==> src/rtl/ctm_pkg.sv <==
package ctm_pkg;
  typedef enum logic [2:0] {
    A_CTRL = 3'd0,
    A_GEN  = 3'd1,
    A_PSC  = 3'd2,
    A_ARR  = 3'd3,
    A_FLAG = 3'd4,
    A_CNT  = 3'd5
  } reg_addr_e;

  localparam int ADDR_W = 3;

  // control register layout, bit 0 at the bottom
  typedef struct packed {
    logic irq_en;    // bit 3
    logic quiet_sw;  // bit 2
    logic upd_off;   // bit 1
    logic run;       // bit 0
  } ctrl_t;
endpackage

==> src/rtl/ctm_regs.sv <==
module ctm_regs
  import ctm_pkg::*;
#(
  parameter int CNT_W  = 16,
  parameter int PSC_W  = 16,
  parameter int DATA_W = 16
) (
  input  logic              clk,
  input  logic              rst_n,
  input  logic              wr_en,
  input  logic [ADDR_W-1:0] wr_addr,
  input  logic [DATA_W-1:0] wr_data,
  input  logic [ADDR_W-1:0] rd_addr,
  output logic [DATA_W-1:0] rd_data,
  input  logic [CNT_W-1:0]  cnt,
  input  logic              dir,
  input  logic              flag_set,
  output ctrl_t             ctrl,
  output logic [PSC_W-1:0]  psc_buf,
  output logic [CNT_W-1:0]  arr_buf,
  output logic              sw_req,
  output logic              flag
);
  localparam int CTRL_W = $bits(ctrl_t);

  logic wr_ctrl, wr_psc, wr_arr, wr_flag;

  assign wr_ctrl = wr_en && (wr_addr == A_CTRL);
  assign wr_psc  = wr_en && (wr_addr == A_PSC);
  assign wr_arr  = wr_en && (wr_addr == A_ARR);
  assign wr_flag = wr_en && (wr_addr == A_FLAG);
  assign sw_req  = wr_en && (wr_addr == A_GEN) && wr_data[0];

  always_ff @(posedge clk) begin
    if (!rst_n) begin
      ctrl    <= '0;
      psc_buf <= '0;
      arr_buf <= '0;
      flag    <= 1'b0;
    end else begin
      if (wr_ctrl) ctrl    <= ctrl_t'(wr_data[CTRL_W-1:0]);
      if (wr_psc)  psc_buf <= wr_data[PSC_W-1:0];
      if (wr_arr)  arr_buf <= wr_data[CNT_W-1:0];
      // a new event wins over a clear in the same cycle
      if (flag_set)                 flag <= 1'b1;
      else if (wr_flag && wr_data[0]) flag <= 1'b0;
    end
  end

  always_comb begin
    case (rd_addr)
      A_CTRL:  rd_data = DATA_W'({dir, ctrl});
      A_PSC:   rd_data = DATA_W'(psc_buf);
      A_ARR:   rd_data = DATA_W'(arr_buf);
      A_FLAG:  rd_data = DATA_W'(flag);
      A_CNT:   rd_data = DATA_W'(cnt);
      default: rd_data = '0;
    endcase
  end
endmodule

==> src/rtl/ctm_prescaler.sv <==
module ctm_prescaler #(
  parameter int PSC_W = 16
) (
  input  logic             clk,
  input  logic             rst_n,
  input  logic             run,
  input  logic             restart,
  input  logic             load,
  input  logic [PSC_W-1:0] psc_new,
  output logic             tick
);
  logic [PSC_W-1:0] pcnt;
  logic [PSC_W-1:0] psc_act;

  assign tick = run && (pcnt >= psc_act);

  always_ff @(posedge clk) begin
    if (!rst_n) begin
      pcnt    <= '0;
      psc_act <= '0;
    end else begin
      if (load) psc_act <= psc_new;
      if (restart)   pcnt <= '0;
      else if (tick) pcnt <= '0;
      else if (run)  pcnt <= pcnt + 1'b1;
    end
  end
endmodule

==> src/rtl/ctm_counter.sv <==
module ctm_counter #(
  parameter int CNT_W = 16
) (
  input  logic             clk,
  input  logic             rst_n,
  input  logic             tick,
  input  logic             restart,
  input  logic             load,
  input  logic [CNT_W-1:0] arr_new,
  output logic [CNT_W-1:0] cnt,
  output logic             dir,
  output logic [CNT_W-1:0] arr_act,
  output logic             ovf,
  output logic             udf
);
  logic live;

  assign live = tick && (arr_act != '0);
  assign ovf  = live && !dir && (cnt >= arr_act - CNT_W'(1));
  assign udf  = live && dir && (cnt <= CNT_W'(1));

  always_ff @(posedge clk) begin
    if (!rst_n) begin
      cnt     <= '0;
      dir     <= 1'b0;
      arr_act <= '0;
    end else begin
      if (load) arr_act <= arr_new;
      if (restart) begin
        cnt <= '0;
        dir <= 1'b0;
      end else if (ovf) begin
        // turning point follows a reload taken at this same edge
        cnt <= load ? arr_new : arr_act;
        dir <= 1'b1;
      end else if (udf) begin
        cnt <= '0;
        dir <= 1'b0;
      end else if (live) begin
        cnt <= dir ? cnt - 1'b1 : cnt + 1'b1;
      end
    end
  end
endmodule

==> src/rtl/ctm_top.sv <==
module ctm_top
  import ctm_pkg::*;
#(
  parameter int CNT_W  = 16,
  parameter int PSC_W  = 16,
  parameter int DATA_W = (CNT_W > PSC_W) ? CNT_W : PSC_W
) (
  input  logic              clk,
  input  logic              rst_n,
  input  logic              wr_en,
  input  logic [2:0]        wr_addr,
  input  logic [DATA_W-1:0] wr_data,
  input  logic [2:0]        rd_addr,
  output logic [DATA_W-1:0] rd_data,
  output logic              dir_o,
  output logic              upd_pulse,
  output logic              irq
);
  ctrl_t            ctrl;
  logic [PSC_W-1:0] psc_buf;
  logic [CNT_W-1:0] arr_buf;
  logic [CNT_W-1:0] cnt_q;
  logic [CNT_W-1:0] arr_act;
  logic             dir_q, sw_req, flag_q, flag_set;
  logic             tick, ovf, udf, ue;

  assign ue       = !ctrl.upd_off && (sw_req || ovf || udf);
  assign flag_set = ue && !(sw_req && ctrl.quiet_sw);

  ctm_regs #(.CNT_W(CNT_W), .PSC_W(PSC_W), .DATA_W(DATA_W)) u_regs (
    .clk(clk), .rst_n(rst_n),
    .wr_en(wr_en), .wr_addr(wr_addr), .wr_data(wr_data),
    .rd_addr(rd_addr), .rd_data(rd_data),
    .cnt(cnt_q), .dir(dir_q), .flag_set(flag_set),
    .ctrl(ctrl), .psc_buf(psc_buf), .arr_buf(arr_buf),
    .sw_req(sw_req), .flag(flag_q)
  );

  ctm_prescaler #(.PSC_W(PSC_W)) u_psc (
    .clk(clk), .rst_n(rst_n), .run(ctrl.run), .restart(sw_req),
    .load(ue), .psc_new(psc_buf), .tick(tick)
  );

  ctm_counter #(.CNT_W(CNT_W)) u_cnt (
    .clk(clk), .rst_n(rst_n), .tick(tick), .restart(sw_req),
    .load(ue), .arr_new(arr_buf), .cnt(cnt_q), .dir(dir_q),
    .arr_act(arr_act), .ovf(ovf), .udf(udf)
  );

  always_ff @(posedge clk) begin
    if (!rst_n) upd_pulse <= 1'b0;
    else        upd_pulse <= ue;
  end

  assign dir_o = dir_q;
  assign irq   = flag_q && ctrl.irq_en;
endmodule

==> config.mk <==
export PLATFORM = sky130hd
export DESIGN_NAME = ctm_top
export DESIGN_NICKNAME = d
export VERILOG_FILES = /design/src/rtl/ctm_pkg.sv /design/src/rtl/ctm_regs.sv /design/src/rtl/ctm_prescaler.sv /design/src/rtl/ctm_counter.sv /design/src/rtl/ctm_top.sv
export SDC_FILE = /design/constraint.sdc
export NUM_CORES = 1
export LEC_CHECK = 0
export BUFFER_PORTS_ARGS = -buffer_cell sky130_fd_sc_hd__buf_2
export CELL_PAD_IN_SITES_DETAIL_PLACEMENT = 1
export CELL_PAD_IN_SITES_GLOBAL_PLACEMENT = 1
export CORE_AREA = 2 2 111 113
export CTS_BUF_LIST = sky130_fd_sc_hd__clkbuf_4
export DETAILED_ROUTE_END_ITERATION = 8
export DIE_AREA = 0 0 113 115
export HOLD_SLACK_MARGIN = 0.05
export PLACE_DENSITY = 0.92
export SYNTH_ARGS = -nofsm -noshare
export SYNTH_HDL_FRONTEND = slang
export SYNTH_SLANG_ARGS = --single-unit
==> constraint.sdc <==
create_clock -name clk -period 8.05 [get_ports clk]
set_clock_uncertainty 0.2 [all_clocks]
set_input_delay 0.4025 -clock clk [delete_from_list [all_inputs] [get_ports clk]]
set_output_delay 0.4025 -clock clk [all_outputs]
set_load 0.01 [all_outputs]
# Yosys cells after proc, flatten, opt, wreduce, memory -nomap -nowiden
# Cells that the tools add are included.
# op_classes
n_lt_le_gt_ge,3
n_reduce_logical,30
eq_ne,8
div,0
shifts,0
n_bitwise,1
add_sub_neg,4
multipliers,0
mux,10
# op_table
op,count
$mux 16,5
$pmux 16 s5,1
$add 16x1->16 const B,2
$ge 16x16->1,2
$sub 16x1->16 const B,2
$logic_and 1x1->1,17
$le 16x1->1 const B,1
$reduce_bool 16->1,1
$eq 3x2->1 const B,4
$eq 3x3->1 const B,3
$logic_not 3->1,2
$mux 1,4
$reduce_bool 2->1,2
$eq 3x1->1 const B,1
$logic_not 1->1,3
$reduce_bool 3->1,1
$reduce_or 3->1,1
$logic_or 1x1->1,2
$reduce_or 2->1,1
$not 1->1,1
# totals
rom_bits,0
ramBits,0
mem_count,0
latch_bits,0
wordCells,69
out_inout_bits,19
reg_bits,103

# Logic depth before layout (Yosys ltp)
# logic_depth
word_depth,10
mapped_depth,17
depth_no_buf,14

# Hierarchy
# A second synthesis with hierarchy kept.
# unflattened
hier_cells,719
area_unflattened_um2,6202.2
# modules_own_cells
module,area_per_inst_um2,n_inst,cells_each
ctm_counter,2568.7,1,307
ctm_regs,1796.7,1,216
ctm_prescaler,1781.7,1,190
ctm_top,55.1,1,6

# Worst setup path after synthesis
# Ideal clock, no wire load.
# synth_timing
kind,register to register
from,register u_cnt.arr_act[2]
to,register u_cnt.cnt[11]
required_time_ps,7716
slack_ps,4362
n_path_buf,2
period_less_slack_ps,3688
arrival_ps,3354
stages_incl_launch_ff,17
cell_sequence,dfxtp_1 nor4_1 nand2b_1 or4b_1 nor4_1 xnor2_1 ha_1 nand4_1 nor4_1 o311ai_0 nand2_1 o2111ai_1 and2_1 buf_6 buf_6 mux2i_1 o22ai_1
# synth_via
elab_chain_cells,9
word_cells_on_any_way,15
cone_classes,add/sub: 1; order compare: 1; mux: 3; reduce/logical: 10
# synth_rtl
item,line_no,source
"start, declared",ctm_counter.sv:12,"output logic [CNT_W-1:0] arr_act,"
"start signal, assigned",ctm_counter.sv:28,if (load) arr_act <= arr_new;
"parallel branches: the longest is 9 deep, another holds $sub 16x1->16",--,
"end signal, assigned",ctm_counter.sv:34,cnt <= load ? arr_new : arr_act;
"end signal, assigned",ctm_counter.sv:40,cnt <= dir ? cnt - 1'b1 : cnt + 1'b1;
"end, declared",ctm_counter.sv:10,"output logic [CNT_W-1:0] cnt,"
# Several ways; the timed one is not identified.
# A chain may end at the register's enable or synchronous reset.

# Final worst setup path
# layout_timing
from,register u_cnt.arr_act[2]
to,register u_cnt.cnt[6]
# The elaborated chain is that of the path after synthesis.

==> metrics.cfg <==
[route]
antenna_left = 0
detail_route.vias_per_cell = 6.06
drtPass1Iterations = 7
wl_per_cell_microns = 20.2
vias = 5565
dr.first_iter.drc_count = 399
wirelength_mm = 18.6
drc_errors = 1

[setup_path]
worstPathRequired_ns = 8.22
crit_arrival_ns = 5.17
cp-startpoint = u_cnt.arr_act[2]
startpoint_type = flip-flop
crit_path_top_delay_cell = and2_2
crit_fanout = 49
timing.critical_path.mode_cell = nor4_1
endpoint_kind = flip-flop
path_cells = nor4_1, nand2b_1, or4b_1, nor4_1, xnor2_1, ha_1, nand4_1, nor2_1, a22oi_1, nand2_1, o2111ai_1, and2_2, mux2i_1, o22ai_1
r2r_start = u_cnt.arr_act[2]
max_stage_delay_ns = 0.94
worst-setup-path-type = reg2reg

[finish]
final_common_cell = nand2_1
stdcell_count = 919
nNetsFinal = 827
fillers = 1504
stdcell_area_sq_mm = 0.00634
area_growth_pct = 8.92
final_cell_mix = nand2_1, dfxtp_1, nor2_1
drive_gt1_frac = 0.0922

[clock_tree]
cts.sinks = 103
root_buffer = clkbuf_4
cts-resized-gates = 0
path_clk_slew_ns = 0.16
cts_inserted_buffers = 9
clockBufferDepth = 2
cts_tree = done
clk_latency_ns = 0.48
htreeDepth = 3
post_cts_buffers = 0

[sta]
rsz0062_at_grt = false
final-setup-viol-count = 0
relSlewSlack = 0.174
min_period_over_period = 0.622
setup_tns_ns = 0
worst_slack_ns = 3.04
maxSlewViolCount = 0
period_needed_ns = 5.01
hold_viol = 0
tightest_slew_ns = 1.23
fmax_ghz = 0.200
holdWs_ns = 0.176

[synthesis]
yosysWarnings = 0
synth-seq-cells = 103
syn_area_per_cell_sq_um = 7.91
ys_async_sr_fraction = 0
synthCells = 736
synth_edf_count = 0
synth_flop_cell = dfxtp_1
yosysSeqAreaShare = 0.354
synth_nets = 798
yosysUniqueCellTypes = 59
syn-cell-area_sq_mm = 0.00582

[hold_path]
worstHoldStart = wr_addr[0]
hold_path.class = in2reg

[floorplanning]
core_area_sq_mm = 0.0118
dieArea_sq_mm = 0.0130
io_pins = 44
dieWidth_microns = 113
die_y_microns = 115
initial_core_util = 0.493
num_rows = 40

[global_routing]
grt-ovfl-total = 0
grt_max_degree = 54
antenna_found_initial = 2
grt_usage = 0.290
grt_pass1_vias = 5804
grt_pass1_wl_mm = 29.9

[run_status]
outcome = finished, violations left
violations = design-rule violations

[power]
ir_worst_vdd_v = 0.0000565
p_leak_nw = 2.65
p_per_area_mw_per_mm2 = 136

[placement]
dp_worst_setup_slack_ns = 3.15
gp_congestion = 0.884
dp_hpwl_mm = 13.2
place_inst = 885
place.port_buffers = 43
dpl_cell_area_sq_mm = 0.00604

[flow_run]
drv_cap = 0

[worst max-delay path, delay by kind of cell, from the launching register on]
kind                       cells  cell delay [ns]
muxes                          1             0.46
adders and majority gates      1             0.25
xor gates and xnor gates       1             0.17
AOI/OAI and AO/OA              3             0.65
DFF                            1             0.39
and+or+nand+nor                8             2.77
[metrics by stage]
stage / utilization / total power [mW]
final: 0.537 / 0.864
after global routing: 0.537 / 0.890
after CTS: 0.536 / 0.861
after detailed placement: 0.512 / 0.595
after global placement: 0.512 / 0.591
after floorplan: - / 0.571
[what timing repair did]
item	CTS	global route
setup endpoints to repair	0	0
hold buffers	16	0
endpoints found under the hold margin	36	0
[worst paths after layout]
kind	end	slack (ns)	cells past startpoint
max	u_cnt.cnt[6]	3.04	14
min	u_regs.flag	0.18	3
max reg2reg	u_cnt.cnt[6]	3.04	14
min reg2reg	u_psc.psc_act[13]	0.27	2
[cell type report]
type,count,area [sq um],area share
inverters,25,93.8,0.0148
well taps,147,184,0.0290
clock buffers,11,82.6,0.0130
flip-flops and latches,103,2060,0.325
diodes,2,5.00,0.000789
clock inverters,5,48.8,0.00770
multi-input cells,563,3460,0.546
repair buffers,63,405,0.0639
[flip-flops by register name (all words and copies together), names as in the netlist]
register,cells
u_cnt.arr_act,16
u_cnt.cnt,16
u_cnt.dir,1
u_psc.pcnt,16
u_psc.psc_act,16
u_regs.arr_buf,16
u_regs.ctrl,4
u_regs.flag,1
u_regs.psc_buf,16
upd_pulse,1
[power breakdown]
part | total [mW] | internal, mW | switching [mW]
combinational | 0.0686 | 0.0254 | 0.0431
clock | 0.271 | 0.0990 | 0.172
sequential | 0.524 | 0.516 | 0.00869
[cells by family after synthesis]
group | Yosys count | share of synthesized area
and+or+nand+nor | 298 | 0.239
AOI/OAI and AO/OA | 173 | 0.188
DFF | 103 | 0.354
buffers and inverters | 70 | 0.0518
adders and majority gates | 37 | 0.0795
xor gates and xnor gates | 30 | 0.0451
muxes | 25 | 0.0432
[cells in the mapped netlist, drive strengths merged (3+ instances only)]
cell / number / area share
a211oi: 3 / 0.0039
a21oi: 57 / 0.049
a22o: 26 / 0.039
a22oi: 10 / 0.013
a31oi: 5 / 0.0054
and2: 5 / 0.0054
and3: 7 / 0.0075
buf: 9 / 0.012
clkbuf: 36 / 0.023
dfxtp: 103 / 0.35
ha: 37 / 0.080
inv: 25 / 0.016
mux2i: 24 / 0.041
nand2: 124 / 0.080
nand2b: 4 / 0.0043
nand3: 33 / 0.028
nand4: 7 / 0.0075
nor2: 69 / 0.044
nor2b: 6 / 0.0064
nor3: 10 / 0.0086
nor4: 9 / 0.012
o211ai: 5 / 0.0064
o21ai: 36 / 0.031
o22ai: 13 / 0.014
o2bb2ai: 3 / 0.0045
or2: 3 / 0.0032
or3: 4 / 0.0052
or4: 7 / 0.010
xnor2: 12 / 0.018
xor2: 18 / 0.027
[layer usage]
layer  wire length (microns)  global-route usage  part of all wire  vias to the layer above
li1                        -                   -                 -                     2654
met1                    7940               0.335              0.43                     2755
met2                    9400               0.531              0.51                      112
met3                     590              0.0390             0.032                       44
met4                     659               0.137             0.035                        0
met5                       0                   0                 0                        -
Note: power is estimated with default switching activity, not from simulation.
